===== src/rtl/rx_line_sequencer.sv =====
module rx_line_sequencer #(
  parameter int TICK_DIV = 20000
) (
  input  logic        clk,
  input  logic        rst_n,
  input  logic        pkt_valid,
  input  logic [7:0]  pkt_id,
  input  logic [19:0] pkt_data,
  input  logic        start,
  input  logic        stop,
  input  logic [1:0]  rx_mode,
  input  logic        lobat_in,
  output logic [7:0]  lines_o,
  output logic        lines_oe,
  output logic        bat_strobe,
  output logic        bat_status,
  output logic [2:0]  state_o
);
  localparam int PW = (TICK_DIV > 1) ? $clog2(TICK_DIV) : 1;
  localparam logic [PW-1:0] PRE_LAST = PW'(TICK_DIV - 1);
  localparam logic [2:0] S_IDLE = 3'd0, S_WU3 = 3'd4, S_ON = 3'd5;

  logic [7:0]  wu_cls [4];
  logic [6:0]  wu_st  [4];
  logic [3:0]  wu_lbc;
  logic [7:0]  on_cls [3];
  logic [2:0]  on_lbc;
  logic [7:0]  frs, fval;

  logic [2:0]    state_q, nxt;
  logic [PW-1:0] pre_q;
  logic [6:0]    cnt_q;
  logic [7:0]    cls_act;
  logic          lbc_act, oe_q, leaving, tick, in_wu;
  logic [7:0]    wu_off;
  logic [1:0]    wk, bank;

  assign wu_off = pkt_id - 8'h16;
  assign tick   = (pre_q == PRE_LAST);
  assign in_wu  = (state_q != S_IDLE) && (state_q <= S_WU3);
  assign wk     = 2'(nxt - 3'd1);
  assign bank   = (rx_mode == 2'd3) ? 2'd0 : rx_mode;

  always_ff @(posedge clk or negedge rst_n) begin
    if (!rst_n) begin
      for (int k = 0; k < 4; k++) begin
        wu_cls[k] <= '0;
        wu_st[k]  <= 7'd1;
      end
      for (int k = 0; k < 3; k++) on_cls[k] <= '0;
      wu_lbc <= '0;
      on_lbc <= '0;
      frs    <= '0;
      fval   <= '0;
    end else if (pkt_valid) begin
      if (pkt_id == 8'h0F) begin
        for (int i = 0; i < 8; i++) begin
          frs[i]  <= pkt_data[2*i];
          fval[i] <= pkt_data[2*i+1];
        end
      end else if (wu_off < 8'd4) begin
        wu_cls[wu_off[1:0]] <= pkt_data[7:0];
        wu_st[wu_off[1:0]]  <= pkt_data[14:8];
        wu_lbc[wu_off[1:0]] <= pkt_data[15];
      end else if (pkt_id == 8'h1A) begin
        case (pkt_data[19:16])
          4'b0111: begin on_cls[0] <= pkt_data[7:0]; on_lbc[0] <= pkt_data[15]; end
          4'b1000: begin on_cls[1] <= pkt_data[7:0]; on_lbc[1] <= pkt_data[15]; end
          4'b1001: begin on_cls[2] <= pkt_data[7:0]; on_lbc[2] <= pkt_data[15]; end
          default: ;
        endcase
      end
    end
  end

  always_comb begin
    nxt     = state_q;
    leaving = 1'b0;
    if (stop && state_q != S_IDLE) begin
      nxt     = S_IDLE;
      leaving = 1'b1;
    end else if (state_q == S_IDLE && start) begin
      nxt = 3'd1;
    end else if (in_wu && tick && cnt_q == 7'd1) begin
      nxt     = state_q + 3'd1;
      leaving = 1'b1;
    end
  end

  always_ff @(posedge clk or negedge rst_n) begin
    if (!rst_n) begin
      state_q    <= S_IDLE;
      pre_q      <= '0;
      cnt_q      <= '0;
      cls_act    <= '0;
      lbc_act    <= 1'b0;
      oe_q       <= 1'b0;
      bat_strobe <= 1'b0;
      bat_status <= 1'b0;
    end else begin
      oe_q       <= 1'b1;
      state_q    <= nxt;
      bat_strobe <= leaving && lbc_act;
      if (leaving && lbc_act) bat_status <= lobat_in;
      if (nxt != state_q) begin
        pre_q <= '0;
        if (nxt == S_IDLE) begin
          cls_act <= '0;
          lbc_act <= 1'b0;
          cnt_q   <= '0;
        end else if (nxt == S_ON) begin
          cls_act <= on_cls[bank];
          lbc_act <= on_lbc[bank];
          cnt_q   <= '0;
        end else begin
          cls_act <= wu_cls[wk];
          lbc_act <= wu_lbc[wk];
          cnt_q   <= (wu_st[wk] == 7'd0) ? 7'd1 : wu_st[wk];
        end
      end else begin
        pre_q <= tick ? '0 : pre_q + 1'b1;
        if (in_wu && tick) cnt_q <= cnt_q - 7'd1;
      end
    end
  end

  assign lines_oe = oe_q;
  assign lines_o  = oe_q ? ((frs & fval) | (~frs & cls_act)) : 8'h00;
  assign state_o  = state_q;


  seq_order_chk: assert property (@(posedge clk) disable iff (!rst_n)
    ($past(state_q) != S_IDLE && $past(state_q) <= S_WU3 && state_q != $past(state_q))
    |-> (state_q == $past(state_q) + 3'd1 || state_q == S_IDLE));

  cnt_nonzero_chk: assert property (@(posedge clk) disable iff (!rst_n)
    in_wu |-> cnt_q != 7'd0);

  strobe_src_chk: assert property (@(posedge clk) disable iff (!rst_n)
    bat_strobe |-> ($past(lbc_act) && state_q != $past(state_q)));

  stop_idle_chk: assert property (@(posedge clk) disable iff (!rst_n)
    ($past(stop) && $past(state_q) != S_IDLE) |-> state_q == S_IDLE);

  hold_cfg_chk: assert property (@(posedge clk) disable iff (!rst_n)
    (state_q == $past(state_q)) |-> (cls_act == $past(cls_act)));
endmodule


===== config.mk =====
export PLATFORM = sky130hd
export DESIGN_NAME = rx_line_sequencer
export DESIGN_NICKNAME = d
export VERILOG_FILES = /design/src/rtl/rx_line_sequencer.sv
export SDC_FILE = /design/constraint.sdc
export NUM_CORES = 1
export LEC_CHECK = 0
export CAP_MARGIN = 30
export CORE_MARGIN = 3
export CORE_UTILIZATION = 45
export CTS_BUF_LIST = sky130_fd_sc_hd__clkbuf_4 sky130_fd_sc_hd__clkbuf_8
export DETAILED_ROUTE_END_ITERATION = 6
export GPL_ROUTABILITY_DRIVEN = 0
export PLACE_DENSITY = 0.75
export SYNTH_ARGS = -nofsm -noshare
export SYNTH_HDL_FRONTEND = slang
export SYNTH_SLANG_ARGS = --single-unit
export TNS_END_PERCENT = 50

===== constraint.sdc =====
create_clock -name clk -period 9.2 [get_ports clk]
set_clock_uncertainty 0.1 [all_clocks]
set_input_delay 1.84 -clock clk [delete_from_list [all_inputs] [get_ports clk]]
set_output_delay 1.84 -clock clk [all_outputs]
set_load 0.03 [all_outputs]

-- After elaboration in Yosys (flattened, before gate mapping)
Index checks and enable logic that the tools add are counted.
- add/subtract/negate cells: 5
- $lt $le $gt $ge: 10
- equal/unequal tests: 10
- multiplexer cells: 41
- bitwise operators: 9
- reduce and logical (&&, ||, !) cells: 18
- operators with widths (cell ; count):
    8-bit two-way mux ; 8
    7-bit two-way mux ; 8
    8-bit binary-select mux with 2-bit select ; 2
    32-bit bitwise mux ; 1
    15-bit two-way mux ; 2
    28-bit bitwise mux ; 1
    8-bit AND ; 2
    8-bit demux with 2-bit select ; 1
    15-bit by 1-bit adder with 15-bit output (second input constant) ; 1
    15-bit == test (second input constant) ; 1
    5-bit AND reduction ; 3
    7-bit binary-select mux with 2-bit select ; 1
    7-bit demux with 2-bit select ; 1
    3-bit >= comparator (second input constant) ; 3
    2-bit by 3-bit < comparator with 1-bit output (second input constant) ; 3
    3-bit two-way mux ; 3
    2-bit NOT with 3-bit output ; 3
    4-bit == test (second input constant) ; 2
    8-bit by 4-bit == test with 1-bit output (second input constant) ; 1
    8-bit by 5-bit == test with 1-bit output (second input constant) ; 1
    1-bit logical AND ; 8
    8-bit by 3-bit < comparator with 1-bit output (second input constant) ; 1
    1-bit two-way mux ; 8
    8-bit NOT ; 1
    other kinds (24) ; 27
- bits in registers: 144
- input bits: 36
- output and inout bits: 14
- word-level logic and storage cells: 118

-- Depth between registers and ports, before layout
- word-level depth: 17
- mapped depth: 17
- gate-level depth less buffers: 15

-- Worst setup path after synthesis
OpenSTA, ideal clock, no wires.
- kind: input port to flip-flop
- start: in pkt_id[1]
- end: reg wu_cls[0] in the netlist's numbering
- library setup time: 0.128 ns
- arrival time: 3.811 ns
- required time: 8.972 ns
- path slack: 5.162 ns
- cell stages on the path: 8
- cell sequence: ha_1 o31a_1 nor4b_1 and4bb_2 nand2_1 nor2_1 buf_2 mux2_1
- longest elaborated chain between the ends: 7
- RTL lines (what ; RTL line ; text):
    from (decl) ; 7 ; input logic [7:0] pkt_id,
    8-bit by 5-bit subtractor with 8-bit output ; 38 ; assign wu_off = pkt_id - 8'h16;
    2-bit NOT with 3-bit output (implied by the code) ; 62 ; wu_cls[wu_off[1:0]] <= pkt_data[7:0];
    3-bit >= comparator (implied by the code) / 3-bit by 1-bit < comparator with 1-bit output (equally long branches) ; 62 ;
    1-bit logical AND (implied by the code) ; 62 ;
    8-bit two-way mux (implied by the code) ; 62 ;
    8-bit demux with 2-bit select ; 62 ;
    32-bit bitwise mux ; 62 ;
    to (signal, indexed assignment) ; 62 ;
    to (decl) ; 23 ; logic [7:0] wu_cls [4];
Several ways; a longest one is shown, not always the timed one.
A chain may end at the register's enable or synchronous reset.

-- Final worst setup path
- start: in pkt_id[1]
- end: reg wu_cls[21] in the netlist's numbering
Same word-level chain as after synthesis.

==> metrics.csv <==
stage;metric;value;unit
hold_path;hold_class;flip-flop to flip-flop;
global_route;grt-ovfl-total;0;
timing;finalHoldViolations;0;
clock_tree;h-tree-depth;4;
power;p_per_area;238;nW/um^2
synthesis;syn_area_per_cell;12.5;sq um
synthesis;synth_flop_cell;dfrtp_1;
floorplan;die_w;131;microns
synthesis;yosysSeqAreaShare;0.510;
detailed_routing;vias;4793;
power;power.leakage;3.83;nW
setup_path;critical_path_class;primary input to flip-flop;
layout;drive_gt1_frac;0.221;
setup_path;cp.arrival;4.86;ns
global_route;grt_max_degree;76;
setup_path;setup.worst_path.start;pkt_id[1];
floorplan;die_h;131;microns
layout;diodes;0;
setup_path;r2r_end;cnt_q[0];
synthesis;synth_edf_count;0;
floorplan;coreArea;15300;sq um
detailed_routing;routed_wl;15.3;mm
setup_path;path_cells;clkdlybuf4s50_1 > ha_1 > o31a_1 > nor4b_1 > and4bb_2 > nand3_1 > mux2_1;
floorplan;num_rows;45;
flow_run;maxCapViolations;0;
synthesis;ys_seq_elements;144;
setup_path;path_buf_inv;1;
synthesis;yosysWarnings;0;
setup_path;crit_slowest_cell;nand3_1;
setup_path;crit_path_max_fanout;16;
setup_path;crit_end;wu_cls[21];
detailed_routing;drt-initial-drc-count;335;
place;port_buffers;49;
setup_path;crit_path_start_kind;primary input;
setup_path;cp.required;9.45;ns
place;dpl.hpwl;10.2;mm
synthesis;synth_area;7080;sq um
clock_tree;cts_hold_buf;0;
layout;finalNonFillerCells;841;
clock_tree;cts_setup_buffers;0;
timing;fmax;0.217;GHz
detailed_routing;remaining_drc_errors;0;
detailed_routing;ant_nets;0;
detailed_routing;firstDrtPassIters;5;
timing;tightest_slew;0.953;ns
synthesis;ys_types;59;
timing;fin_tns_setup;0;ns
floorplan;ios;50;
synthesis;netlist_instances;568;
clock_tree;clk_latency;0.46;ns
clock_tree;cts.repair.resized;0;
detailed_routing;route.detailed.wl_per_inst;18.1;microns
setup_path;end_kind;flip-flop;
global_route;antenna_found_initial;0;
timing;max-slew-margin-rel;0.363;
floorplan;start_util;0.462;
clock_tree;cts_made_buffers;17;
setup_path;rrSetupSlack;4.88;ns
timing;rsz0062_at_grt;false;
global_route;grt_pass1_wl;25.1;mm
setup_path;crit_cells;7;
layout;postLayoutCoreUtil;0.535;
place;dp.cells;809;
outcome;status;complete, no violations;
timing;min_period_over_period;0.501;
clock_tree;clk_pin_slew;0.08;ns
clock_tree;cts.path.max_buffers;2;
layout;fin_nets;662;
clock_tree;tritoncts;done;
power;p_total;1.95;mW
setup_path;rr_startpoint;state_o[0];
setup_path;reg2regPathDepth;13;
timing;fin_crit;4.61;ns
power;vdd_drop_max;0.000119;V
clock_tree;clockRootBuffer;clkbuf_8;
layout;syn_to_final_growth;15.8;%
timing;finalSetupViolations;0;
detailed_routing;routed_via_density;5.70;
synthesis;async_reset_ff_frac;1.00;
global_route;grt_pass1_vias;4902;
setup_path;critPathTopFamily;simple AND/OR/NAND/NOR gates;
global_route;grtUsageTotal;0.183;
synthesis;synth_nets;613;
timing;slew_violations;0;
setup_path;crit_path_max_incr_delay;0.66;ns
floorplan;die_area;17300;sq um
clock_tree;cts_num_sinks;144;
cell usage in the layout (no fill, tap or decap), types with 5 or more instances in the layout:
master and count:
nor2_1 48, nor2b_1 10, mux2_2 79, inv_1 11
ha_1 9, a31oi_1 5, and3_1 5, mux2_1 39
clkdlybuf4s50_1 48, nand3_1 12, mux4_2 10, mux4_1 6
clkbuf_8 19, o21ai_0 13, nor3_1 18, o21ai_1 9
dfrtp_1 140, mux2i_1 19, nand2_1 24, a21oi_1 20
xor2_1 9
where the power goes:
part           total [mW]  switching, mW  internal (mW)
Combinational       0.623          0.357          0.266
Clock               0.558          0.240          0.319
Sequential          0.769         0.0595          0.709
logic make-up after synthesis:
logic type               Yosys count  synth area share
AND/OR/NAND/NOR                  149             0.111
adder cells (fa/ha/maj)            9            0.0159
other                              1          0.000530
XOR/XNOR                          13            0.0161
flip-flops                       144             0.510
AO/OA/AOI/OAI                     63            0.0541
multiplexers                     154             0.271
buffers and inverters             35            0.0217
area by class of cell:
class	count	area [sq um]
multi-input combinational	389	3320
timing repair buffer	52	514
clock inverter	10	160
clock buffer	22	284
inverter	13	51.3
fill	1293	7120
sequential	144	3610
tap	211	264
through the flow:
stage / hold WS [ns] / worst slack [ns] / area, sq um
detailed placement: 0.371 / 4.17 / 7750
CTS: 0.389 / 4.62 / 8200
global placement: 0.361 / 4.24 / 7750
global route: 0.409 / 4.48 / 8200
floorplan: 0.349 / 5.16 / 7080
finish: 0.386 / 4.59 / 8200
sequential cells by signal (all words and copies together) (netlist names):
name	count
bat_strobe	1
cls_act	8
state_o	3
fval	8
bat_status	1
pre_q	15
cnt_q	7
wu_lbc	4
on_lbc	3
lines_oe	1
wu_st	28
on_cls	24
wu_cls	32
lbc_act	1
frs	8
metal layers:
layer  part of all wire  vias to the layer above  global-route usage  wire [microns]
li1                   -                     2171                   -               -
met5                  0                        -                   0               0
met3              0.041                       28              0.0498             633
met1               0.44                     2473               0.228            6730
met4              0.013                        0              0.0531             197
met2               0.50                      121               0.313            7690
worst min-delay path by stage:
| stage | start | end | slack (ns) | cells after the start |
|---|---|---|---|---|
| 4_1_cts | wu_st[4] | wu_st[4] | 0.39 | 1 |
| 3_3_place_gp | wu_st[5] | wu_st[5] | 0.36 | 1 |
| 5_1_grt | wu_st[5] | wu_st[5] | 0.41 | 1 |
| 3_5_place_dp | wu_st[5] | wu_st[5] | 0.37 | 1 |
| 2_1_floorplan | wu_cls[0] | wu_cls[0] | 0.35 | 1 |
| 6_report | wu_st[19] | wu_st[19] | 0.39 | 1 |
cells in the mapped netlist (2+ instances only):
cell      number  share of area
nand2_1       24          0.013
mux2_1        39          0.062
ha_1           9          0.016
xor2_1         9          0.011
nor2b_1       10         0.0088
o31ai_1        3         0.0032
a31oi_1        5         0.0044
mux2_2        79           0.13
a21oi_1       20          0.014
dfstp_2        4          0.015
buf_2          4         0.0028
and2_1         2         0.0018
a211oi_1       4         0.0042
and3_1         5         0.0044
nor2_1        48          0.025
mux4_1         6          0.022
inv_1         11         0.0058
mux2i_1       19          0.027
nand4_1        3         0.0027
mux4_2        10          0.032
nor3b_1        2         0.0021
dfrtp_1      140           0.49
nor4_1         3         0.0027
nand3b_1       3         0.0032
nor3_1        18          0.013
o21ai_0       13         0.0092
clkbuf_1      15         0.0080
xnor2_1        4         0.0049
buf_6          2         0.0032
nand2b_1       4         0.0035
o21ai_1        9         0.0064
nor4b_1        2         0.0025
nand3_1       12         0.0085
or3_1          2         0.0018
(Power assumes the default switching activity.)
